--- config.mk ---
export PLATFORM = sky130hd
export DESIGN_NAME = lcd_raster_gen
export DESIGN_NICKNAME = d
export VERILOG_FILES = /design/src/rtl/lcd_raster_pkg.sv /design/src/rtl/lcd_timing_regs.sv /design/src/rtl/lcd_axis_cnt.sv /design/src/rtl/lcd_run_ctrl.sv /design/src/rtl/lcd_sync_out.sv /design/src/rtl/lcd_raster_gen.sv
export SDC_FILE = /design/constraint.sdc
export NUM_CORES = 1
export LEC_CHECK = 0
export BUFFER_PORTS_ARGS = -buffer_cell sky130_fd_sc_hd__buf_2
export CORE_ASPECT_RATIO = 1.25
export CORE_MARGIN = 1.5
export CORE_UTILIZATION = 55
export DETAILED_ROUTE_END_ITERATION = 16
export PLACE_DENSITY_LB_ADDON = 0.08
export SYNTH_ARGS = -nofsm -noshare
export SYNTH_HDL_FRONTEND = slang
export SYNTH_SLANG_ARGS = --single-unit
--- constraint.sdc ---
create_clock -name clk -period 11.2 [get_ports clk]
set_input_delay 1.68 -clock clk [delete_from_list [all_inputs] [get_ports clk]]
set_output_delay 1.68 -clock clk [all_outputs]
set_load 0.005 [all_outputs]
--- src/rtl/lcd_raster_pkg.sv ---
package lcd_raster_pkg;
   typedef enum logic [2:0] {
      RSEL_CFG  = 3'd0,
      RSEL_HSW  = 3'd1,
      RSEL_VSW  = 3'd2,
      RSEL_TOT  = 3'd3,
      RSEL_HWIN = 3'd4,
      RSEL_VWIN = 3'd5,
      RSEL_CTRL = 3'd6,
      RSEL_STAT = 3'd7
   } reg_sel_e;

   localparam int CFG_VS_LOW_BIT = 8;
   localparam int CFG_DE_LOW_BIT = 9;
   localparam int CFG_FALL_BIT   = 10;
   localparam int CFG_HS_LOW_BIT = 11;
   localparam int CTRL_RUN_BIT   = 3;
   localparam int CTRL_STOP_BIT  = 4;
   localparam int STAT_HALT_BIT  = 0;
endpackage

--- src/rtl/lcd_timing_regs.sv ---
module lcd_timing_regs
   import lcd_raster_pkg::*;
#(
   parameter int DATA_W = 32,
   parameter int CNT_W  = 16,
   parameter int SYNC_W = 10
) (
   input  logic              clk,
   input  logic              rst_n,
   input  logic              wr_en,
   input  logic [2:0]        wr_addr,
   input  logic [DATA_W-1:0] wr_data,
   input  logic              load,
   output logic [SYNC_W-1:0] hsw,
   output logic [SYNC_W-1:0] vsw,
   output logic [CNT_W-1:0]  htot,
   output logic [CNT_W-1:0]  vtot,
   output logic [CNT_W-1:0]  hbeg,
   output logic [CNT_W-1:0]  hend,
   output logic [CNT_W-1:0]  vbeg,
   output logic [CNT_W-1:0]  vend,
   output logic [3:0]        pol,
   output logic              ctrl_wr,
   output logic              run_bit,
   output logic              stop_bit,
   output logic              stat_wr,
   output logic              stat_bit
);
   localparam int HALF = DATA_W / 2;
   localparam int VEC_W = 2 * SYNC_W + 6 * CNT_W + 4;

   logic [SYNC_W-1:0] h_hsw, h_vsw;
   logic [CNT_W-1:0]  h_htot, h_vtot, h_hbeg, h_hend, h_vbeg, h_vend;
   logic [3:0]        h_pol;
   logic [VEC_W-1:0]  host_vec, work_q;
   reg_sel_e          sel;

   assign sel = reg_sel_e'(wr_addr);

   always_ff @(posedge clk or negedge rst_n) begin
      if (!rst_n) begin
         h_hsw  <= '0;
         h_vsw  <= '0;
         h_htot <= '0;
         h_vtot <= '0;
         h_hbeg <= '0;
         h_hend <= '0;
         h_vbeg <= '0;
         h_vend <= '0;
         h_pol  <= '0;
      end else if (wr_en) begin
         case (sel)
            RSEL_CFG:  h_pol <= {wr_data[CFG_HS_LOW_BIT], wr_data[CFG_FALL_BIT],
                                 wr_data[CFG_DE_LOW_BIT], wr_data[CFG_VS_LOW_BIT]};
            RSEL_HSW:  h_hsw <= wr_data[SYNC_W-1:0];
            RSEL_VSW:  h_vsw <= wr_data[SYNC_W-1:0];
            RSEL_TOT:  begin
               h_htot <= wr_data[HALF +: CNT_W];
               h_vtot <= wr_data[0 +: CNT_W];
            end
            RSEL_HWIN: begin
               h_hbeg <= wr_data[HALF +: CNT_W];
               h_hend <= wr_data[0 +: CNT_W];
            end
            RSEL_VWIN: begin
               h_vbeg <= wr_data[HALF +: CNT_W];
               h_vend <= wr_data[0 +: CNT_W];
            end
            default: ;
         endcase
      end
   end

   assign host_vec = {h_hsw, h_vsw, h_htot, h_vtot, h_hbeg, h_hend, h_vbeg, h_vend, h_pol};

   // working copy: follows the host set while idle, reloads only at frame end
   always_ff @(posedge clk or negedge rst_n) begin
      if (!rst_n)    work_q <= '0;
      else if (load) work_q <= host_vec;
   end

   assign {hsw, vsw, htot, vtot, hbeg, hend, vbeg, vend, pol} = work_q;

   assign ctrl_wr  = wr_en && (sel == RSEL_CTRL);
   assign run_bit  = wr_data[CTRL_RUN_BIT];
   assign stop_bit = wr_data[CTRL_STOP_BIT];
   assign stat_wr  = wr_en && (sel == RSEL_STAT);
   assign stat_bit = wr_data[STAT_HALT_BIT];

   logic unused_data;
   assign unused_data = ^wr_data;
endmodule

--- src/rtl/lcd_axis_cnt.sv ---
module lcd_axis_cnt #(
   parameter int W = 16
) (
   input  logic         clk,
   input  logic         rst_n,
   input  logic         clr,
   input  logic         step,
   input  logic [W-1:0] total,
   output logic [W-1:0] count,
   output logic         last
);
   logic [W:0] count_inc;

   assign count_inc = {1'b0, count} + 1'b1;
   assign last      = count_inc >= {1'b0, total};

   always_ff @(posedge clk or negedge rst_n) begin
      if (!rst_n)    count <= '0;
      else if (clr)  count <= '0;
      else if (step) count <= last ? '0 : count_inc[W-1:0];
   end

   assert_cnt_range_R3: assert property (@(posedge clk) disable iff (!rst_n)
      (!clr && total != '0) |-> (count < total))
      else $error("counter beyond total");

   assert_cnt_hold_R3: assert property (@(posedge clk) disable iff (!rst_n)
      (!clr && !step) |=> (count == $past(count)))
      else $error("counter moved without step");
endmodule

--- src/rtl/lcd_run_ctrl.sv ---
module lcd_run_ctrl (
   input  logic clk,
   input  logic rst_n,
   input  logic ctrl_wr,
   input  logic run_bit,
   input  logic stop_bit,
   input  logic stat_wr,
   input  logic stat_bit,
   input  logic frame_last,
   output logic running,
   output logic halted
);
   logic stop_pend;

   always_ff @(posedge clk or negedge rst_n) begin
      if (!rst_n) begin
         running   <= 1'b0;
         halted    <= 1'b0;
         stop_pend <= 1'b0;
      end else begin
         if (stat_wr && !stat_bit) halted <= 1'b0;
         if (ctrl_wr && stop_bit) begin
            if (running) stop_pend <= 1'b1;
            else         halted    <= 1'b1;
         end else if (ctrl_wr && run_bit && !running) begin
            running <= 1'b1;
         end
         if (running && frame_last && stop_pend) begin
            running   <= 1'b0;
            stop_pend <= 1'b0;
            halted    <= 1'b1;
         end
      end
   end

   assert_pend_needs_run_R8: assert property (@(posedge clk) disable iff (!rst_n)
      stop_pend |-> running)
      else $error("stop pending while idle");

   assert_stop_sets_halt_R8: assert property (@(posedge clk) disable iff (!rst_n)
      $fell(running) |-> halted)
      else $error("raster stopped without halted flag");

   assert_idle_stop_halts_R10: assert property (@(posedge clk) disable iff (!rst_n)
      (ctrl_wr && stop_bit && !running) |=> halted)
      else $error("idle stop request not flagged");
endmodule

--- src/rtl/lcd_sync_out.sv ---
module lcd_sync_out #(
   parameter int CNT_W  = 16,
   parameter int SYNC_W = 10
) (
   input  logic              clk,
   input  logic              rst_n,
   input  logic              running,
   input  logic [CNT_W-1:0]  h,
   input  logic [CNT_W-1:0]  v,
   input  logic [SYNC_W-1:0] hsw,
   input  logic [SYNC_W-1:0] vsw,
   input  logic [CNT_W-1:0]  hbeg,
   input  logic [CNT_W-1:0]  hend,
   input  logic [CNT_W-1:0]  vbeg,
   input  logic [CNT_W-1:0]  vend,
   input  logic [2:0]        low,
   output logic [2:0]        lanes
);
   localparam int NLANE = 3;
   logic [NLANE-1:0] act;

   assign act[0] = {{(CNT_W-SYNC_W){1'b0}}, hsw} > h;
   assign act[1] = {{(CNT_W-SYNC_W){1'b0}}, vsw} > v;
   assign act[2] = (h >= hbeg) && (h < hend) && (v >= vbeg) && (v < vend);

   for (genvar i = 0; i < NLANE; i++) begin : g_lane
      assign lanes[i] = running ? (act[i] ^ low[i]) : low[i];
   end

   assert_vsync_on_line_R4: assert property (@(posedge clk) disable iff (!rst_n)
      (running && $past(running) && (act[1] != $past(act[1]))) |-> (h == '0))
      else $error("vertical sync changed mid-line");
endmodule

--- src/rtl/lcd_raster_gen.sv ---
module lcd_raster_gen
   import lcd_raster_pkg::*;
#(
   parameter int DATA_W = 32,
   parameter int CNT_W  = 16,
   parameter int SYNC_W = 10
) (
   input  logic              clk,
   input  logic              rst_n,
   input  logic              pix_ce,
   input  logic              wr_en,
   input  logic [2:0]        wr_addr,
   input  logic [DATA_W-1:0] wr_data,
   output logic              hsync_o,
   output logic              vsync_o,
   output logic              de_o,
   output logic              pclk_fall_o,
   output logic [CNT_W-1:0]  h_pos_o,
   output logic [CNT_W-1:0]  v_pos_o,
   output logic              active_o,
   output logic              halted_o
);
   if (CNT_W > DATA_W / 2) begin : g_bad_cnt
      $error("CNT_W must fit half a data word");
   end
   if (SYNC_W > CNT_W) begin : g_bad_sync
      $error("SYNC_W must not exceed CNT_W");
   end

   logic [SYNC_W-1:0] hsw, vsw;
   logic [CNT_W-1:0]  htot, vtot, hbeg, hend, vbeg, vend;
   logic [3:0]        pol;
   logic ctrl_wr, run_bit, stop_bit, stat_wr, stat_bit;
   logic running, halted, h_last, v_last, h_step, frame_last, load;
   logic [2:0] lanes;

   assign h_step     = running && pix_ce;
   assign frame_last = h_step && h_last && v_last;
   assign load       = !running || frame_last;

   lcd_timing_regs #(.DATA_W(DATA_W), .CNT_W(CNT_W), .SYNC_W(SYNC_W)) u_regs (
      .clk, .rst_n, .wr_en, .wr_addr, .wr_data, .load,
      .hsw, .vsw, .htot, .vtot, .hbeg, .hend, .vbeg, .vend, .pol,
      .ctrl_wr, .run_bit, .stop_bit, .stat_wr, .stat_bit
   );

   lcd_run_ctrl u_ctrl (
      .clk, .rst_n, .ctrl_wr, .run_bit, .stop_bit, .stat_wr, .stat_bit,
      .frame_last, .running, .halted
   );

   lcd_axis_cnt #(.W(CNT_W)) u_hcnt (
      .clk, .rst_n, .clr(!running), .step(h_step), .total(htot),
      .count(h_pos_o), .last(h_last)
   );

   lcd_axis_cnt #(.W(CNT_W)) u_vcnt (
      .clk, .rst_n, .clr(!running), .step(h_step && h_last), .total(vtot),
      .count(v_pos_o), .last(v_last)
   );

   // pol = {hs_low, fall, de_low, vs_low}
   lcd_sync_out #(.CNT_W(CNT_W), .SYNC_W(SYNC_W)) u_out (
      .clk, .rst_n, .running, .h(h_pos_o), .v(v_pos_o),
      .hsw, .vsw, .hbeg, .hend, .vbeg, .vend,
      .low({pol[1], pol[0], pol[3]}), .lanes
   );

   assign hsync_o     = lanes[0];
   assign vsync_o     = lanes[1];
   assign de_o        = lanes[2];
   assign pclk_fall_o = pol[2];
   assign active_o    = running;
   assign halted_o    = halted;

   assert_frame_start_R8: assert property (@(posedge clk) disable iff (!rst_n)
      $rose(running) |-> (h_pos_o == '0 && v_pos_o == '0))
      else $error("raster did not start at origin");
endmodule

# After elaboration in Yosys (flattened, before gate mapping)
# Index checks and enable logic that the tools add are counted.
# totals
out_inout_bits	38
elab_cells	86
inputBits	39
register_bits	275
# classes
muxes	19
bitwise	3
n_reduce_logical	29
magnitude_cmp	8
add_sub_neg	2
eq_ne	10
# op_table
cell	count
$mux 16	6
$add 16x1->17 const B	2
$ge 17x16->1	2
$ge 16x16->1	2
$gt 10x16->1	2
$lt 16x16->1	2
$reduce_and 2->1	8
$logic_and 1x1->1	14
$mux 1	13
$eq 3x3->1 const B	4
$eq 3x2->1 const B	2
$reduce_bool 2->1	3
$ne 2x2->1 const B	2
$eq 3x1->1 const B	1
$logic_not 3->1	1
$xor 1x1->1	3
$logic_not 1->1	2
$ne 2x1->1 const B	1
$logic_or 1x1->1	1

# Depth between registers and ports, before layout
# Gate-level depths: netlist of the first run.
# logic_depth
word_depth	8
ltp_mapped	16
mapped_depth_nobuf	14

# Hierarchy
# From an unflattened synthesis of the first run, not the netlist that was laid out.
# hier_totals
cells_unflattened	1192
area_unflattened_um2	14776.7
# by_module_without_submodules
mod	area_each_um2	n_inst	cells_each	seq_area_each_um2
lcd_timing_regs	8954.8	1	519	6005.8
lcd_axis_cnt	1739.2	2	179	400.4
lcd_sync_out	2179.6	1	296	0.0
lcd_run_ctrl	132.6	1	13	75.1
lcd_raster_gen	31.3	1	6	0.0

# Least setup slack after synthesis of the first run
# OpenSTA, ideal clock, no wires.
# synth_path
path_kind	register to output
start	register u_hcnt.count[2]
end	output port de_o
path_slack_ns	7.341
required_ns	9.520
arrival_ns	2.179
path_buffers	0
stages_incl_launch_ff	9
path_cell_list	dfrtp_1 ha_1 a211o_1 a31oi_1 o221ai_1 a221oi_1 o21ai_0 nor4bb_1 xor2_1
# synth_via
elab_chain_len	6
word_cells_on_any_way	7
classes_between	order compare (2); mux (1); bitwise (1); reduce/logical (3)
# synth_rtl
element	line	source
start: declaration	lcd_axis_cnt.sv:9	output logic [W-1:0] count,
start signal: assignment	lcd_axis_cnt.sv:20	else if (step) count <= last ? '0 : count_inc[W-1:0];
$ge 16x16->1 / $lt 16x16->1 (equally long branches)	lcd_sync_out.sv:24	assign act[2] = (h >= hbeg) && (h < hend) && (v >= vbeg) && (v < vend);
$logic_and 1x1->1 * (3 in a row)	lcd_sync_out.sv:24	
$xor 1x1->1 *	lcd_sync_out.sv:27	assign lanes[i] = running ? (act[i] ^ low[i]) : low[i];
$mux 1 *	lcd_sync_out.sv:27	
end: declaration	lcd_raster_gen.sv:16	output logic de_o,
# Every way passes the cells marked *; elsewhere a longest branch is shown, timed or not.

# Worst setup path in the final report of the first run
# layout_path
start	register u_vcnt.count[3]
end	register u_regs.work_q[13]
# layout_via
elab_chain_len	4
# layout_rtl
element	line	source
start: declaration	lcd_axis_cnt.sv:9	
start signal: assignment	lcd_axis_cnt.sv:20	
$add 16x1->17	lcd_axis_cnt.sv:14	assign count_inc = {1'b0, count} + 1'b1;
$ge 17x16->1	lcd_axis_cnt.sv:15	assign last = count_inc >= {1'b0, total};
$logic_and 1x1->1	lcd_raster_gen.sv:38	assign frame_last = h_step && h_last && v_last;
$logic_or 1x1->1	lcd_raster_gen.sv:39	assign load = !running || frame_last;
end signal: assignment	lcd_timing_regs.sv:79	else if (load) work_q <= host_vec;
end: declaration	lcd_timing_regs.sv:35	logic [VEC_W-1:0] host_vec, work_q;
# No other way between the ends.
# A chain may end at the register's enable or synchronous reset.

==> results of run 1 <==
-- path summary, 6_finish.rpt --
path,startpoint,to,slack (ps),depth (start not counted)
max in group asynchronous,rst_n,u_regs.work_q[96]$_DFFE_PN0P_,8650,2
worst max-delay path,u_vcnt.count[3]$_DFFE_PN0P_,u_regs.work_q[13]$_DFFE_PN0P_,5420,15
worst min-delay path,u_regs.h_htot[15]$_DFFE_PN0P_,u_regs.work_q[99]$_DFFE_PN0P_,480,1
worst max register to register,u_vcnt.count[3]$_DFFE_PN0P_,u_regs.work_q[13]$_DFFE_PN0P_,5420,15
worst min register to register,u_regs.h_htot[15]$_DFFE_PN0P_,u_regs.work_q[99]$_DFFE_PN0P_,480,1
min in group asynchronous,rst_n,u_vcnt.count[15]$_DFFE_PN0P_,1200,1
-- cell type report --
class | count | area share (%)
clock inverters | 13 | 1.38
well taps | 335 | 2.66
inverters | 121 | 2.89
multi-input cells | 730 | 41.0
repair buffers | 88 | 3.13
flip-flops and latches | 275 | 43.7
clock buffers | 39 | 5.23
-- cells in the final DEF, fill, tap and decap left out, types with 9 or more instances in the layout --
cell type / netlist / routed
dfrtp_1: 275 / 275
mux2_2: 150 / 150
inv_1: 120 / 120
ha_1: 116 / 116
mux2_1: 90 / 90
buf_2: 4 / 75
a21oi_1: 41 / 41
nand2_1: 40 / 40
nor2_1: 37 / 37
nand3_1: 29 / 29
clkbuf_16: 0 / 29
o21ai_0: 28 / 28
xnor2_1: 21 / 21
nand4_1: 19 / 19
a21o_1: 18 / 18
nor3_1: 13 / 12
buf_4: 0 / 11
xor2_1: 10 / 10
and3_1: 9 / 9
-- through the flow --
stage | util (%) | std cells
2_1_floorplan | - | 1164
3_3_place_gp | 58.5 | 1549
3_5_place_dp | 58.5 | 1549
4_1_cts | 62.6 | 1601
5_1_grt | 62.6 | 1601
6_report | 62.6 | 1601
-- flip-flops by register name, summed over array words and instances (netlist names) --
signal,count
u_regs.h_hbeg,16
u_regs.h_vtot,16
u_hcnt.count,16
u_regs.h_vbeg,16
u_regs.work_q,120
u_ctrl.running,1
u_regs.h_htot,16
u_ctrl.stop_pend,1
u_regs.h_pol,4
u_regs.h_hend,16
u_regs.h_vend,16
u_ctrl.halted,1
u_regs.h_hsw,10
u_vcnt.count,16
u_regs.h_vsw,10
-- logic make-up after synthesis --
| group | synth area share [%] |
|---|---|
| XOR/XNOR | 1.94 |
| adder cells (fa/ha/maj) | 10.4 |
| flip-flops | 49.2 |
| buffers and inverters | 4.84 |
| AO/OA/AOI/OAI | 6.94 |
| multiplexers | 19.7 |
| AND/OR/NAND/NOR | 7.10 |
-- metal layers --
metal	wire, µm	vias to the layer above
met5	0	-
met4	1840	0
met3	1230	87
met2	16400	221
met1	14000	4608
li1	-	4280
-- where the power goes --
part	internal [mW]	switching [mW]	total, mW
Combinational	0.492	0.526	1.02
Clock	0.649	0.399	1.05
Sequential	1.25	0.188	1.44
Total	2.39	1.11	3.51
==> impl_metrics.json, run 1 <==
{
  "status": "complete, no violations",
  "hold_violations": 0,
  "syn_inst": 1164,
  "cts_max_path_buffers": 3,
  "slew_headroom_pct": 28.3,
  "async_reset_ff_share_pct": 100,
  "port_buffers": 76,
  "num_io_pins": 77,
  "fin_nets": 1399,
  "fin_skew_ps": 13.0,
  "ctsRootBufferMaster": "clkbuf_16",
  "n_antenna_cell": 0,
  "track_usage_pct": 26.3,
  "yosysTopAreaCell": "dfrtp_1",
  "critPathKind": "flip-flop to flip-flop",
  "clkSinkCount": 275,
  "overflow": 0,
  "holdWs_ps": 479,
  "finalInstanceArea_um2": 15700,
  "seq_area_um2": 6880,
  "row_count": 65,
  "ys.warnings.count": 0,
  "worstMarginPinSlew_ps": 1070,
  "peakVddDrop_mv": 0.195,
  "drv_slew": 0,
  "fmax_mhz": 173,
  "seq_area_frac_synth_pct": 49.2,
  "power_mw": 3.51,
  "die_y_um": 181,
  "crit_slowest_cell": "buf_4",
  "drc_errors": 0,
  "htreeDepth": 1,
  "worst_path_largest_cell_delay_ps": 850,
  "cp-end-kind": "flip-flop",
  "cpMostUsedCell": "nand3_1",
  "crit_buf_inv": 2,
  "period_share_pct": 51.6,
  "vias_per_cell": 5.74,
  "tritoncts": "done",
  "yosys.area.top_type_share_pct": 49.2,
  "placed_area_um2": 14700,
  "clkTransAtPathRegs_ps": 70,
  "core_area_um2": 25100,
  "post-cts-setup-buffer-count": 0,
  "critPathRequiredTime_ps": 11630,
  "hold_buffers": 0,
  "wire_per_inst_um": 20.9,
  "postRouteAntennaNets": 0,
  "rsz0062_at_grt": "false",
  "die-area_um2": 26400,
  "path_max_fanout": 68,
  "grt_pass1_wl_um": 53700,
  "pwr_density_cell_nw_per_um2": 223,
  "nFillCells": 2048,
  "synth_edf_count": 0,
  "firstDrtPassIters": 5,
  "grt_use_met2_pct": 44.7,
  "syn_area_per_cell_um2": 12.0,
  "path_cells": "nand3_1 -> nor3_1 -> nand3_1 -> nor2_1 -> xor2_1 -> ha_1 -> nand3_1 -> or3_1 -> or2_1 -> o22ai_2 -> nor2_4 -> o21ai_4 -> buf_4 -> buf_4 -> mux2_2",
  "multiInputGateArea_um2": 6450,
  "vias": 9196,
  "yosysUniqueCellTypes": 60,
  "area_delta_synth_final_pct": 12.4,
  "synth_nets": 1319,
  "synth.ff_latch_count": 275,
  "synth_commonest_cells": "dfrtp_1, mux2_2, inv_1",
  "use_met3_pct": 3.34,
  "place_ws_ps": 5500,
  "cts_buffers": 28,
  "top_usage_layer": "met2",
  "grt_max_degree": 160,
  "synthFlopType": "dfrtp_1",
  "die_width_um": 146,
  "worstPathArrival_ps": 6210,
  "synth.cell_area_um2": 14000,
  "timing.final.ws_setup_ps": 5420,
  "initial_core_util_pct": 55.7,
  "antenna_found_initial": 0,
  "startpoint_type": "flip-flop",
  "path_delay_family": "simple AND/OR/NAND/NOR gates",
  "tns_ps": 0,
  "cap_viol_max_count": 0,
  "grt_pass1_vias": 9598,
  "synth_area_leaders": "dfrtp_1, mux2_2, ha_1, mux2_1, inv_1",
  "clock_latency_ps": 550,
  "yosysMostFrequentCell": "dfrtp_1",
  "min_period_ps": 5780,
  "final-setup-viol-count": 0,
  "p_leak_nw": 7.58,
  "dp.final_hpwl_um": 23200,
  "grt_use_met1_pct": 33.1,
  "drt_iter0_drc": 357,
  "wl_um": 33400,
  "place_congestion": 0.924,
  "drive_above_1_share_pct": 23.3,
  "holdCritPathClass": "flip-flop to flip-flop",
  "cts-resized-gates": 0
}
Power figures use the tool's default switching activity.
==> run 2: changes to the inputs <==
clock period = 5.9 ns   (was 11.2 ns; I/O delays follow)
==> impl_metrics.json, run 2 (same netlist as run 1, synthesis figures left out) <==
{
  "p_leak_nw": 7.55,
  "core_area_um2": 25100,
  "cpMostUsedCell": "nand3_1",
  "grt_max_degree": 153,
  "drive_above_1_share_pct": 23.2,
  "power_mw": 6.56,
  "drv_slew": 0,
  "overflow": 0,
  "place_congestion": 0.885,
  "crit_slowest_cell": "dfrtp_1",
  "vias_per_cell": 5.72,
  "peakVddDrop_mv": 0.287,
  "timing.final.ws_setup_ps": 1080,
  "min_period_ps": 4820,
  "htreeDepth": 1,
  "fin_skew_ps": 14.3,
  "clkSinkCount": 275,
  "hold_buffers": 0,
  "post-cts-setup-buffer-count": 0,
  "worst_path_largest_cell_delay_ps": 560,
  "fin_nets": 1399,
  "seq_area_um2": 6880,
  "cts_max_path_buffers": 3,
  "drc_errors": 0,
  "final-setup-viol-count": 0,
  "path_max_fanout": 24,
  "clock_latency_ps": 550,
  "grt_pass1_vias": 9325,
  "critPathKind": "flip-flop to flip-flop",
  "antenna_found_initial": 1,
  "num_io_pins": 77,
  "holdWs_ps": 409,
  "track_usage_pct": 26.0,
  "dp.final_hpwl_um": 23500,
  "row_count": 65,
  "top_register": "u_regs.work_q",
  "ctsRootBufferMaster": "clkbuf_16",
  "rsz0062_at_grt": "false",
  "r2r_end": "u_regs.work_q[18]$_DFFE_PN0P_",
  "worstPathArrival_ps": 5250,
  "nFillCells": 2052,
  "critPathRequiredTime_ps": 6330,
  "grt_pass1_wl_um": 53200,
  "die_width_um": 146,
  "multiInputGateArea_um2": 6450,
  "holdCritPathClass": "primary input to async pin",
  "initial_core_util_pct": 55.7,
  "layout_commonest_cell": "dfrtp_1",
  "firstDrtPassIters": 5,
  "dpl.cell_count": 1549,
  "wl_um": 33400,
  "path_cells": "nand3_1 -> nor3_1 -> nand3_1 -> nor2_1 -> xor2_1 -> ha_1 -> nand3_1 -> or3_1 -> or2_1 -> o22ai_2 -> nor2_4 -> o21ai_4 -> buf_4 -> mux2_2",
  "cts_buffers": 28,
  "postRouteAntennaNets": 0,
  "cts-resized-gates": 0,
  "die_y_um": 181,
  "reg2reg_slack_ps": 1080,
  "largest_reg_flops": 120,
  "area_delta_synth_final_pct": 12.2,
  "path_delay_family": "simple AND/OR/NAND/NOR gates",
  "worstMarginPinSlew_ps": 1060,
  "layout_common_cells": "dfrtp_1, mux2_2, inv_1, ha_1, mux2_1",
  "slew_headroom_pct": 29.4,
  "tns_ps": 0,
  "die-area_um2": 26400,
  "fmax_mhz": 207,
  "crit_buf_inv": 1,
  "worst-r2r-cell-count": 14,
  "cp-end-kind": "flip-flop",
  "startpoint_type": "flip-flop",
  "cap_viol_max_count": 0,
  "rr_startpoint": "u_vcnt.count[3]$_DFFE_PN0P_",
  "finalNonFillerCells": 1600,
  "period_share_pct": 81.7,
  "vias": 9153,
  "status": "complete, no violations",
  "clkTransAtPathRegs_ps": 70,
  "drt_iter0_drc": 464,
  "port_buffers": 76,
  "n_antenna_cell": 0,
  "tritoncts": "done",
  "pwr_density_cell_nw_per_um2": 418,
  "wire_per_inst_um": 20.9,
  "place_ws_ps": 1180,
  "hold_violations": 0
}
==> run 2: through the flow <==
step                utilization [%]  cell area (µm²)
floorplan                         -            14000
CTS                            62.5            15700
detailed placement             58.6            14700
finish                         62.5            15700
global placement               58.6            14700
global route                   62.5            15700
==> run 2: per-layer routing <==
metal	GRT usage (%)	vias up	wire, µm
li1	-	4282	-
met1	33.2	4608	14300
met2	46.6	201	17100
met3	3.02	60	1180
met4	7.35	2	803
met5	0	-	36
==> run 2: cell type report <==
type | count | share of cell area (%)
Tap cell | 335 | 2.67
Multi-Input combinational cell | 730 | 41.1
Clock buffer | 39 | 5.18
Clock inverter | 12 | 1.08
Inverter | 121 | 2.89
Timing Repair Buffer | 88 | 3.30
Sequential cell | 275 | 43.8
==> run 2: worst max path at each step <==
stage | cells after the start | to | startpoint | slack, ps
3_3_place_gp | 14 | u_regs.work_q[19]$_DFFE_PN0P_ | u_vcnt.count[3]$_DFFE_PN0P_ | 1270
4_1_cts | 8 | de_o | u_hcnt.count[9]$_DFFE_PN0P_ | 1090
6_report | 14 | u_regs.work_q[18]$_DFFE_PN0P_ | u_vcnt.count[3]$_DFFE_PN0P_ | 1080
2_1_floorplan | 15 | u_regs.work_q[100]$_DFFE_PN0P_ | u_vcnt.count[3]$_DFFE_PN0P_ | 2160
3_5_place_dp | 14 | u_regs.work_q[24]$_DFFE_PN0P_ | u_vcnt.count[3]$_DFFE_PN0P_ | 1180
5_1_grt | 14 | u_regs.work_q[24]$_DFFE_PN0P_ | u_vcnt.count[3]$_DFFE_PN0P_ | 860
==> run 2: power breakdown <==
group	switching (mW)	internal, mW	total [mW]
registers	0.369	2.38	2.75
logic	0.989	0.937	1.93
clock network	0.750	1.13	1.88
